### src/rtl/dma_ctl_fsm.sv
module dma_ctl_fsm (
  input  logic        clk,
  input  logic        rst_n,
  input  logic [10:0] evt,
  output logic [2:0]  state,
  output logic        run_pending,
  output logic        ctl_enable,
  output logic        ctl_int_en,
  output logic        ctl_halt,
  output logic        ctl_drain,
  output logic        req_hw_start,
  output logic        req_hw_clean,
  output logic        req_sw_clean,
  output logic        stopped,
  output logic [3:0]  last_evt,
  output logic [2:0]  prev_state
);
  localparam logic [2:0] S_DOWN = 3'd0, S_START = 3'd1, S_IDLE = 3'd2,
                         S_SWCLN = 3'd3, S_HWCLN = 3'd4, S_HALTW = 3'd5,
                         S_RUN = 3'd6;
  localparam int E_DOWN = 0, E_GOSTART = 1, E_STARTED = 2, E_GORUN = 3,
                 E_SWDONE = 4, E_HWDONE = 5, E_HALTED = 6, E_GOIDLE = 7,
                 E_ERRA = 8, E_ERRB = 9, E_TICK = 10;

  logic [2:0] st, st_n;
  logic       flag, flag_n;
  logic       r_start, r_hwc, r_swc, r_stop;
  logic       valid;
  logic [10:0] e;
  logic [3:0] idx;

  assign valid = (evt != '0) && ((evt & (evt - 11'd1)) == '0);
  assign e     = valid ? evt : '0;

  always_comb begin
    idx = '0;
    for (int i = 0; i < 11; i++)
      if (evt[i]) idx = 4'(i);
  end

  always_comb begin
    st_n = st; flag_n = flag;
    r_start = 1'b0; r_hwc = 1'b0; r_swc = 1'b0; r_stop = 1'b0;
    case (st)
      S_DOWN: begin
        if (e[E_GORUN]) begin flag_n = 1'b1; st_n = S_START; end
        else if (e[E_GOSTART]) st_n = S_START;
        else if (e[E_SWDONE]) r_stop = 1'b1;
      end
      S_START: begin
        if (e[E_DOWN]) begin st_n = S_DOWN; r_stop = 1'b1; end
        else if (e[E_STARTED]) st_n = flag ? S_RUN : S_IDLE;
      end
      S_IDLE: begin
        if (e[E_DOWN]) begin st_n = S_DOWN; r_stop = 1'b1; end
        else if (e[E_GORUN]) begin st_n = S_RUN; flag_n = 1'b1; end
      end
      S_SWCLN: begin
        if (e[E_DOWN]) st_n = S_DOWN;
        else if (e[E_SWDONE]) begin st_n = S_START; r_start = 1'b1; end
      end
      S_HWCLN: begin
        if (e[E_DOWN]) begin st_n = S_DOWN; r_swc = 1'b1; end
        else if (e[E_HWDONE]) begin st_n = S_SWCLN; r_swc = 1'b1; end
      end
      S_HALTW: begin
        if (e[E_DOWN]) begin st_n = S_DOWN; r_swc = 1'b1; end
        else if (e[E_HALTED]) begin st_n = S_HWCLN; r_hwc = 1'b1; end
      end
      S_RUN: begin
        if (e[E_DOWN]) begin st_n = S_DOWN; r_swc = 1'b1; end
        else if (e[E_HALTED] || e[E_ERRA]) begin st_n = S_SWCLN; r_swc = 1'b1; end
        else if (e[E_GOIDLE]) begin st_n = S_HALTW; flag_n = 1'b0; end
        else if (e[E_ERRB]) st_n = S_HALTW;
      end
      default: st_n = S_DOWN;
    endcase
    if (st == S_START || st == S_SWCLN || st == S_HWCLN || st == S_HALTW) begin
      if (e[E_GORUN]) flag_n = 1'b1;
      if (e[E_GOIDLE]) flag_n = 1'b0;
    end
  end

  always_ff @(posedge clk) begin
    if (!rst_n) begin
      st <= S_DOWN; flag <= 1'b0;
      req_hw_start <= 1'b0; req_hw_clean <= 1'b0;
      req_sw_clean <= 1'b0; stopped <= 1'b0;
      last_evt <= 4'hF; prev_state <= S_DOWN;
    end else begin
      st <= st_n; flag <= flag_n;
      req_hw_start <= r_start; req_hw_clean <= r_hwc;
      req_sw_clean <= r_swc; stopped <= r_stop;
      if (valid) last_evt <= idx;
      if (st_n != st) prev_state <= st;
    end
  end

  assign state       = st;
  assign run_pending = flag;
  assign ctl_enable  = (st == S_RUN);
  assign ctl_int_en  = ctl_enable;
  assign ctl_halt    = !ctl_enable;
  assign ctl_drain   = (st == S_HALTW) || (st == S_HWCLN);

  p_start_target_r3: assert property (@(posedge clk) disable iff (!rst_n)
    (st == S_START && evt == 11'h004) |=> (state == ($past(flag) ? S_RUN : S_IDLE)));
  p_go_idle_halt_r5: assert property (@(posedge clk) disable iff (!rst_n)
    (st == S_RUN && evt == 11'h080) |=> (state == S_HALTW && !run_pending && ctl_drain));
  p_req_onehot_r5: assert property (@(posedge clk) disable iff (!rst_n)
    $onehot0({req_hw_start, req_hw_clean, req_sw_clean, stopped}));
  p_stop_in_down_r7: assert property (@(posedge clk) disable iff (!rst_n)
    stopped |-> state == S_DOWN);
  p_errb_keeps_flag_r6: assert property (@(posedge clk) disable iff (!rst_n)
    (st == S_RUN && evt == 11'h200) |=> (state == S_HALTW && $stable(run_pending) && !req_sw_clean));
  p_tick_ignored_r9: assert property (@(posedge clk) disable iff (!rst_n)
    (evt == 11'h400) |=> ($stable(state) && $stable(run_pending)));
  p_multi_ignored_r10: assert property (@(posedge clk) disable iff (!rst_n)
    ($countones(evt) > 1) |=> ($stable(state) && $stable(last_evt) && $stable(run_pending)));
endmodule

### config.mk
export PLATFORM = sky130hd
export DESIGN_NAME = dma_ctl_fsm
export DESIGN_NICKNAME = d
export VERILOG_FILES = /design/src/rtl/dma_ctl_fsm.sv
export SDC_FILE = /design/constraint.sdc
export NUM_CORES = 1
export LEC_CHECK = 0
export ABC_AREA = 1
export CAP_MARGIN = 15
export CORE_MARGIN = 2
export CORE_UTILIZATION = 60
export DETAILED_ROUTE_END_ITERATION = 10
export DONT_BUFFER_PORTS = 1
export HOLD_SLACK_MARGIN = 0.06
export PLACE_DENSITY = 0.76
export SKIP_LAST_GASP = 1
export SLEW_MARGIN = 10
export SYNTH_ARGS = -nofsm -noshare
export SYNTH_HDL_FRONTEND = slang
export SYNTH_SLANG_ARGS = --single-unit
### constraint.sdc
create_clock -name clk -period 2.3 [get_ports clk]
set_input_delay 0.46 -clock clk [delete_from_list [all_inputs] [get_ports clk]]
set_output_delay 0.46 -clock clk [all_outputs]
set_load 0.01 [all_outputs]
# Word level (Yosys, flattened, before mapping)

Index checks and enable logic that the tools add are counted.
Widths: inputs -> output; s select.

Bits in registers: 15
Word-level logic and storage cells: 82

Add/subtract/negate cells: 1
Equal/unequal tests: 7
Mux-type cells: 49
Bitwise gates (word level): 4
Reductions and logical operators: 13

Operators with widths:

| operator              | count |
|---|---|
| $mux 3                | 17 |
| $mux 4                | 9 |
| $pmux 3 s7            | 1 |
| $mux 1                | 18 |
| $and 11x11->11        | 1 |
| $logic_not 11->1      | 1 |
| $reduce_bool 11->1    | 1 |
| $sub 11x1->11 const B | 1 |
| $mux 10               | 1 |
| $eq 3x3->1 const B    | 3 |
| $eq 3x2->1 const B    | 2 |
| $pmux 1 s3            | 2 |
| $reduce_or 3->1       | 2 |
| $logic_or 1x1->1      | 5 |
| $eq 3x1->1 const B    | 1 |
| $logic_not 3->1       | 1 |
| $ne 3x3->1            | 1 |
| $not 1->1             | 3 |
| $pmux 1 s2            | 1 |
| $reduce_or 2->1       | 1 |
| $logic_and 1x1->1     | 1 |
| $logic_not 1->1       | 1 |

# Logic depth before layout (Yosys ltp)

Gate-level depths: netlist (run 1).

Word-level depth: 12
Mapped depth: 21
Gate-level depth less buffers: 21

# Worst setup path before layout (run 1)

No wires, ideal clock.

Path kind: in2reg
Start: input port evt[4]
End: register prev_state[2]
Setup time: 0.113 ns
Arrival: 2.020 ns
Required time: 2.187 ns
Path slack: 0.167 ns
Cell stages on the path: 19
Path buffers: 1
Cell sequence: nor2_1 nand2_2 nor2_4 nand2_2 nand2_2 nand3_2 nor2_4 buf_6 nand2_2 nand4_1 nand2_2 nor2_4 nand2_2 nand2_2 nand2_2 nor2_4 nand2_1 nand2_1 nor2_1

Word-level cells in the longest chain between the ends: 11
Elaborated cells between the ends (all ways): 25

Ends and longest elaborated chain:

| what                   | line | source |
|---|---|---|
| start: declaration     | 4    | `input logic [10:0] evt,` |
| $sub 11x1->11          | 32   | `assign valid = (evt != '0) && ((evt & (evt - 11'd1)) == '0);` |
| $and 11x11->11         | 32   |  |
| $logic_not 11->1       | 32   |  |
| $logic_and 1x1->1      | 32   |  |
| $mux 10 (*)            | 33   | `assign e = valid ? evt : '0;` |
| $mux 3                 | 74   | `else if (e[E_ERRB]) st_n = S_HALTW;` |
| $mux 3                 | 73   | `else if (e[E_GOIDLE]) begin st_n = S_HALTW; flag_n = 1'b0; end` |
| $mux 3                 | 72   | `else if (e[E_HALTED] \|\| e[E_ERRA]) begin st_n = S_SWCLN; r_swc = 1'b1; end` |
| $mux 3                 | 71   | `if (e[E_DOWN]) begin st_n = S_DOWN; r_swc = 1'b1; end` |
| $pmux 3 s7 (*)         | 44   | `case (st)` |
| $ne 3x3->1 (*)         | 95   | `if (st_n != st) prev_state <= st;` |
| end signal: assignment | 95   |  |
| end: declaration       | 16   | `output logic [2:0] prev_state` |

Mark *: on every way between the ends. The rest lies on a longest branch, timed or not.
A chain may end at the register's enable or synchronous reset.

# Worst setup path after layout (run 1)

Start: register st[0], in the netlist state[0]
End: output port ctl_halt

Word-level cells in the longest chain between the ends: 2

Ends and longest elaborated chain:

| what                     | line | source |
|---|---|---|
| start: declaration       | 25   | `logic [2:0] st, st_n;` |
| start signal: assignment | 91   | `st <= st_n; flag <= flag_n;` |
| $eq 3x3->1               | 101  | `assign ctl_enable = (st == S_RUN);` |
| $logic_not 1->1          | 103  | `assign ctl_halt = !ctl_enable;` |
| end: declaration         | 9    | `output logic ctl_halt,` |

No other way between the ends.

==> metrics.cfg, run 1 <==
[status]
status = finished, final reports clean

[clock_tree]
cts.reportedPaths.clkPinSlew_ps = 90
cts-buffers-inserted = 3
cts.repair.resized = 0
clock_tree.buffer_depth = 2
clock_latency_ps = 290
cts_tree = done
cts_max_level = 1
cts_hold_buf = 0
cts_setup_buffers = 0
cts_sinks = 15
clk_root_buffer_cell = clkbuf_4

[placed_design]
dpl.cell_count = 254
placed_cell_area_um2 = 1430
dp_hpwl_um = 2730
io_buffers = 0
gp_congestion = 0.962
dp_slack_ps = -73.5

[worst_setup_path]
critPathLaunchType = register
path_buf_inv = 4
cp_slowest_cell = dfxtp_1
path_depth = 6
slowest_delay_ps = 400
worst_setup_path_end_kind = output pin
path_delay_family = buffers and inverters
cp_cell_sequence = clkinv_1, buf_4, nand2_1, nor2_1, buf_4, inv_1
crit_path_max_fanout = 8
crit_end = ctl_halt
worst_ep_required_time_ps = 1840
worstPathArrival_ps = 1660
reg2reg_from = state[0]
reg2reg_slack_ps = 270
crit_start = state[0]
r2r_end = prev_state[1]
path_common_cell = buf_4
reg2reg_depth = 15
crit_type = reg2out

[route]
wl_per_cell_um = 13.2
dr.pass1.iters = 4
drt_iter0_drc = 78
postRouteAntennaNets = 0
drc = 0
post_drt_via_cell_ratio = 5.43
vias = 1402
drt_wl_total_um = 3400

[timing]
fin_ws_ps = 180
grt_setup_unrepaired = no
max_freq_mhz = 472
fin_worst_skew_ps = 0.674
relSlewSlack_pct = 66.2
fin_crit_ps = 2120
timing.final.crit_share_pct = 92.2
finalHoldViolCount = 0
slew_violations = 0
setup_viol = 0
worst_pin_slew_ps = 495

[final_layout]
final_common_cell = nand2_1
antenna_cells = 0
layout_common_cells = 55 x nand2_1, 28 x inv_1, 22 x nor2_1
instances_no_fill = 258
area_delta_synth_final_pct = 16.0
drive_gt1_share_pct = 24.7
fin_area_um2 = 1450
nNetsFinal = 245

[logic_synthesis]
synth_area_um2 = 1250
netlist_instances = 210
yosysWarnings = 0
synth.distinct_cells = 27
syn_nets = 223
synth_ff_type = dfxtp_1
ys_ff_latch = 15
synth.avg_cell_area_um2 = 5.97
async_reset_ff_share_pct = 0
synth.yosys.seq_area_share_pct = 24.0
synth_edf_count = 0

[global_route]
track_usage_pct = 29.3
grt_pass1_vias = 1327
grt_max_degree = 12
grt_pass1_wl_um = 5580
gr-total-overflow = 0
grt_antenna_before_repair = 0

[power]
p_switching_uw = 123
ir_drop_v = 0.000300
power.density_nw_per_um2 = 323
power.internal_uw = 347
clkPwrFrac_pct = 32.9
switching_share_pct = 26.1
pwr-share-seq_pct = 55.4
power_frac_comb_pct = 11.7
p_leak_uw = 0.000705

[die]
die_width_um = 49.7
die_h_um = 49.7
die_area_um2 = 2470
io-pin-count = 32
start_util_pct = 63.9
rows = 16
core_um2 = 1960

[flow_run]
cap_violations = 0

[min_path]
hold_class = in2reg

## flip-flops by register name (all words and copies together) (netlist names)
register / count
run_pending: 1
stopped: 1
req_hw_start: 1
state: 3
req_sw_clean: 1
prev_state: 3
last_evt: 4
req_hw_clean: 1
## per-layer routing
layer  global-route usage (%)  vias up  wire length [um]
met5                        0        -                 0
met4                     6.48        0                45
met3                     9.09        9               326
met2                     48.7       70              1570
met1                     37.0      614              1460
li1                         -      709                 -
## power groups by stage
stage	Sequential [uW]	Clock, uW	Combinational [uW]
final	261	154	55.0
after global routing	261	168	61.5
after CTS	261	159	54.6
after detailed placement	267	0	54.1
after global placement	267	0	52.3
after floorplan	267	0	40.8
## worst min-delay path by stage
stage                       end        start  depth (start not counted)  slack, ps
CTS                 last_evt[2]        rst_n                          1        240
global placement    last_evt[1]  last_evt[1]                          2        500
global route        last_evt[2]        rst_n                          1        230
floorplan           last_evt[1]  last_evt[1]                          2        490
finish              last_evt[2]        rst_n                          1        250
detailed placement  last_evt[1]  last_evt[1]                          2        510
## area by class of cell
class,count,area [um^2]
inverter,31,116
clock inverter,1,5.00
sequential,15,300
clock buffer,3,22.5
fill,192,508
timing repair buffer,22,178
tap,27,33.8
multi-input combinational,159,798
## cell usage after synthesis, types with 3 or more instances
cell type | count | area share (%)
a21oi_1 | 10 | 4.0
buf_4 | 3 | 1.8
dfxtp_1 | 15 | 24
inv_1 | 28 | 8.4
nand2_1 | 55 | 16
nand2_2 | 15 | 7.5
nand3_1 | 16 | 6.4
nand4_1 | 5 | 2.5
nor2_1 | 22 | 6.6
nor2_2 | 6 | 3.0
nor2_4 | 5 | 4.5
nor3_1 | 4 | 1.6
o21ai_0 | 7 | 2.8
## logic make-up after synthesis
family / after synthesis / synth area share (%)
simple gates: 133 / 51.7
compound gates: 26 / 12.0
flops: 15 / 24.0
buf+inv: 36 / 12.4
## stage by stage
stage	power (uW)	TNS [ps]	hold WS (ps)	utilization (%)
2_1_floorplan	308	0	491	-
3_3_place_gp	319	-63.9	504	72.7
3_5_place_dp	321	-230	507	72.7
4_1_cts	475	0	240	74.1
5_1_grt	490	0	234	74.1
6_report	470	0	246	74.1
(Power assumes the default switching activity.)
==> run 2, diff against run 1 <==
- REMOVE_ABC_BUFFERS: unset -> 1
==> metrics.cfg, run 2 (synthesized netlist as in run 1, its figures left out) <==
[status]
status = finished, final reports clean  ; unchanged

[worst_setup_path]
crit_type = in2reg  ; was reg2out
r2r_end = prev_state[1]  ; unchanged
worst_ep_required_time_ps = 2490  ; was 1840 ps
reg2reg_depth = 15  ; unchanged
worst_setup_path_end_kind = register  ; was output pin
reg2reg_slack_ps = 370  ; was 270 ps
reg2reg_from = state[0]  ; unchanged
crit_path_max_fanout = 6  ; was 8
worstPathArrival_ps = 2320  ; was 1660 ps
critPathLaunchType = input pin  ; was register

[timing]
slew_violations = 0  ; unchanged
fin_worst_skew_ps = 0.774  ; was 0.674 ps
relSlewSlack_pct = 70.9  ; was 66.2%
max_freq_mhz = 470  ; was 472 MHz
worst_pin_slew_ps = 426  ; was 495 ps
setup_viol = 0  ; unchanged
timing.final.crit_share_pct = 92.5  ; was 92.2%
finalHoldViolCount = 0  ; unchanged
fin_crit_ps = 2130  ; was 2120 ps

[die]
die_area_um2 = 2470  ; unchanged
die_h_um = 49.7  ; unchanged
die_width_um = 49.7  ; unchanged
io-pin-count = 32  ; unchanged
core_um2 = 1960  ; unchanged
rows = 16  ; unchanged
start_util_pct = 63.9  ; unchanged

[global_route]
gr-total-overflow = 0  ; unchanged
grt_antenna_before_repair = 0  ; unchanged
track_usage_pct = 29.1  ; was 29.3%
grt_pass1_wl_um = 5720  ; was 5580 um
grt_pass1_vias = 1360  ; was 1327
grt_max_degree = 13  ; was 12

[placed_design]
io_buffers = 0  ; unchanged
dp_hpwl_um = 2660  ; was 2730 um
dpl.cell_count = 252  ; was 254
gp_congestion = 0.977  ; was 0.962

[route]
drc = 0  ; unchanged
vias = 1417  ; was 1402
post_drt_via_cell_ratio = 5.51  ; was 5.43
dr.pass1.iters = 4  ; unchanged
drt_wl_total_um = 3430  ; was 3400 um
drt_iter0_drc = 69  ; was 78
wl_per_cell_um = 13.3  ; was 13.2 um
postRouteAntennaNets = 0  ; unchanged

[min_path]
holdCritStartpoint = rst_n  ; unchanged
hold_depth = 1  ; unchanged
hold_class = in2reg  ; unchanged
min_to = last_evt[1]  ; was last_evt[2]

[clock_tree]
cts_sinks = 15  ; unchanged
cts.reportedPaths.clkPinSlew_ps = 90  ; about the same
cts_max_level = 1  ; unchanged
clock_tree.buffer_depth = 2  ; unchanged
cts_tree = done  ; unchanged
cts-buffers-inserted = 3  ; unchanged
clock_latency_ps = 290  ; about the same
clk_root_buffer_cell = clkbuf_4  ; unchanged
cts_setup_buffers = 0  ; unchanged

[final_layout]
utilization_pct = 74.7  ; was 74.1%
final_common_cell = nand2_1  ; unchanged
nNetsFinal = 244  ; was 245
num-fill-cells = 186  ; was 192
area_delta_synth_final_pct = 17.0  ; was 16.0%
layout_common_cells = 52 x nand2_1, 28 x inv_1, 21 x nor2_1  ; was 55 x nand2_1, 28 x inv_1, 22 x nor2_1
regMostFlops = last_evt  ; unchanged
drive_gt1_share_pct = 26.1  ; was 24.7%
largest_register_ffs = 4  ; unchanged
instances_no_fill = 257  ; was 258
antenna_cells = 0  ; unchanged

[power]
p_leak_uw = 0.000713  ; was 0.000705 uW
power.density_nw_per_um2 = 324  ; was 323 nW/um^2
ir_drop_v = 0.000335  ; was 0.000300 V

[flow_run]
cap_violations = 0  ; unchanged

## run 2: changes by cell type in the layout (fill, tap and decap cells not counted)
cell | before | now
nor2_1 | 22 | 21
nor2_4 | 5 | 7
nand2_1 | 55 | 52
buf_4 | 21 | 19
o21ai_1 | 2 | 3
buf_6 | 0 | 1
o21ai_0 | 7 | 6
nand2_4 | 0 | 2
nand2_2 | 15 | 16
buf_12 | 1 | 0
## run 2: layout make-up
class | instances | area [um^2] | share of cell area, %
multi-input combinational | 160 | 835 | 56.9
sequential | 15 | 300 | 20.5
inverter | 31 | 116 | 7.94
clock buffer | 3 | 22.5 | 1.54
tap | 27 | 33.8 | 2.30
timing repair buffer | 20 | 154 | 10.5
clock inverter | 1 | 5.00 | 0.341
## run 2: worst max-delay path, cell delays in order
cell      delay, ps
nor2_4          130
nand3b_1        130
o21ai_1         220
nand3_2         150
nor2_4          240
buf_6           140
nand2_2          50
nand4_1         120
nand2_2          80
nor2_4          110
nand2_2          60
nand2_2          50
nand2_2          60
nor2_4          150
nand2_1          60
nand2_1          50
nor2_1           40
## run 2: worst max path at each step
stage                     startpoint            end
final                         evt[1]  prev_state[1]
after global routing          evt[1]  prev_state[1]
after CTS                     evt[4]  prev_state[1]
after detailed placement      evt[4]  prev_state[1]
after global placement        evt[4]  prev_state[2]
after floorplan               evt[4]  prev_state[0]
## run 2: metal layers
metal	track usage [%]	vias to the layer above	wire, um
li1	-	716	-
met1	40.5	627	1530
met2	47.6	72	1550
met3	6.67	2	342
met4	2.31	0	8
met5	0	-	0
## run 2: what timing repair did
item / CTS / global route
hold buffers: 0 / 0
gates resized for setup: 0 / 10
endpoints found under the setup margin: 0 / 3
## run 2: report_power, final
group | internal (uW) | leakage, uW | switching [uW] | total [uW]
combinational | 23.1 | 0.000574 | 34.5 | 57.6
sequential | 260 | 0.000121 | 0.666 | 261
clock | 64.7 | 0.0000177 | 92.3 | 157
## run 2: stage by stage
step	TNS (ps)	hold WS, ps	worst slack, ps	instance area [um^2]	total power, uW
floorplan	0	491	47.4	1210	305
global placement	-262	504	-89.3	1400	319
detailed placement	-353	533	-120	1400	321
CTS	0	248	177	1430	471
global route	-86.2	254	-33.3	1470	489
finish	0	246	173	1470	475
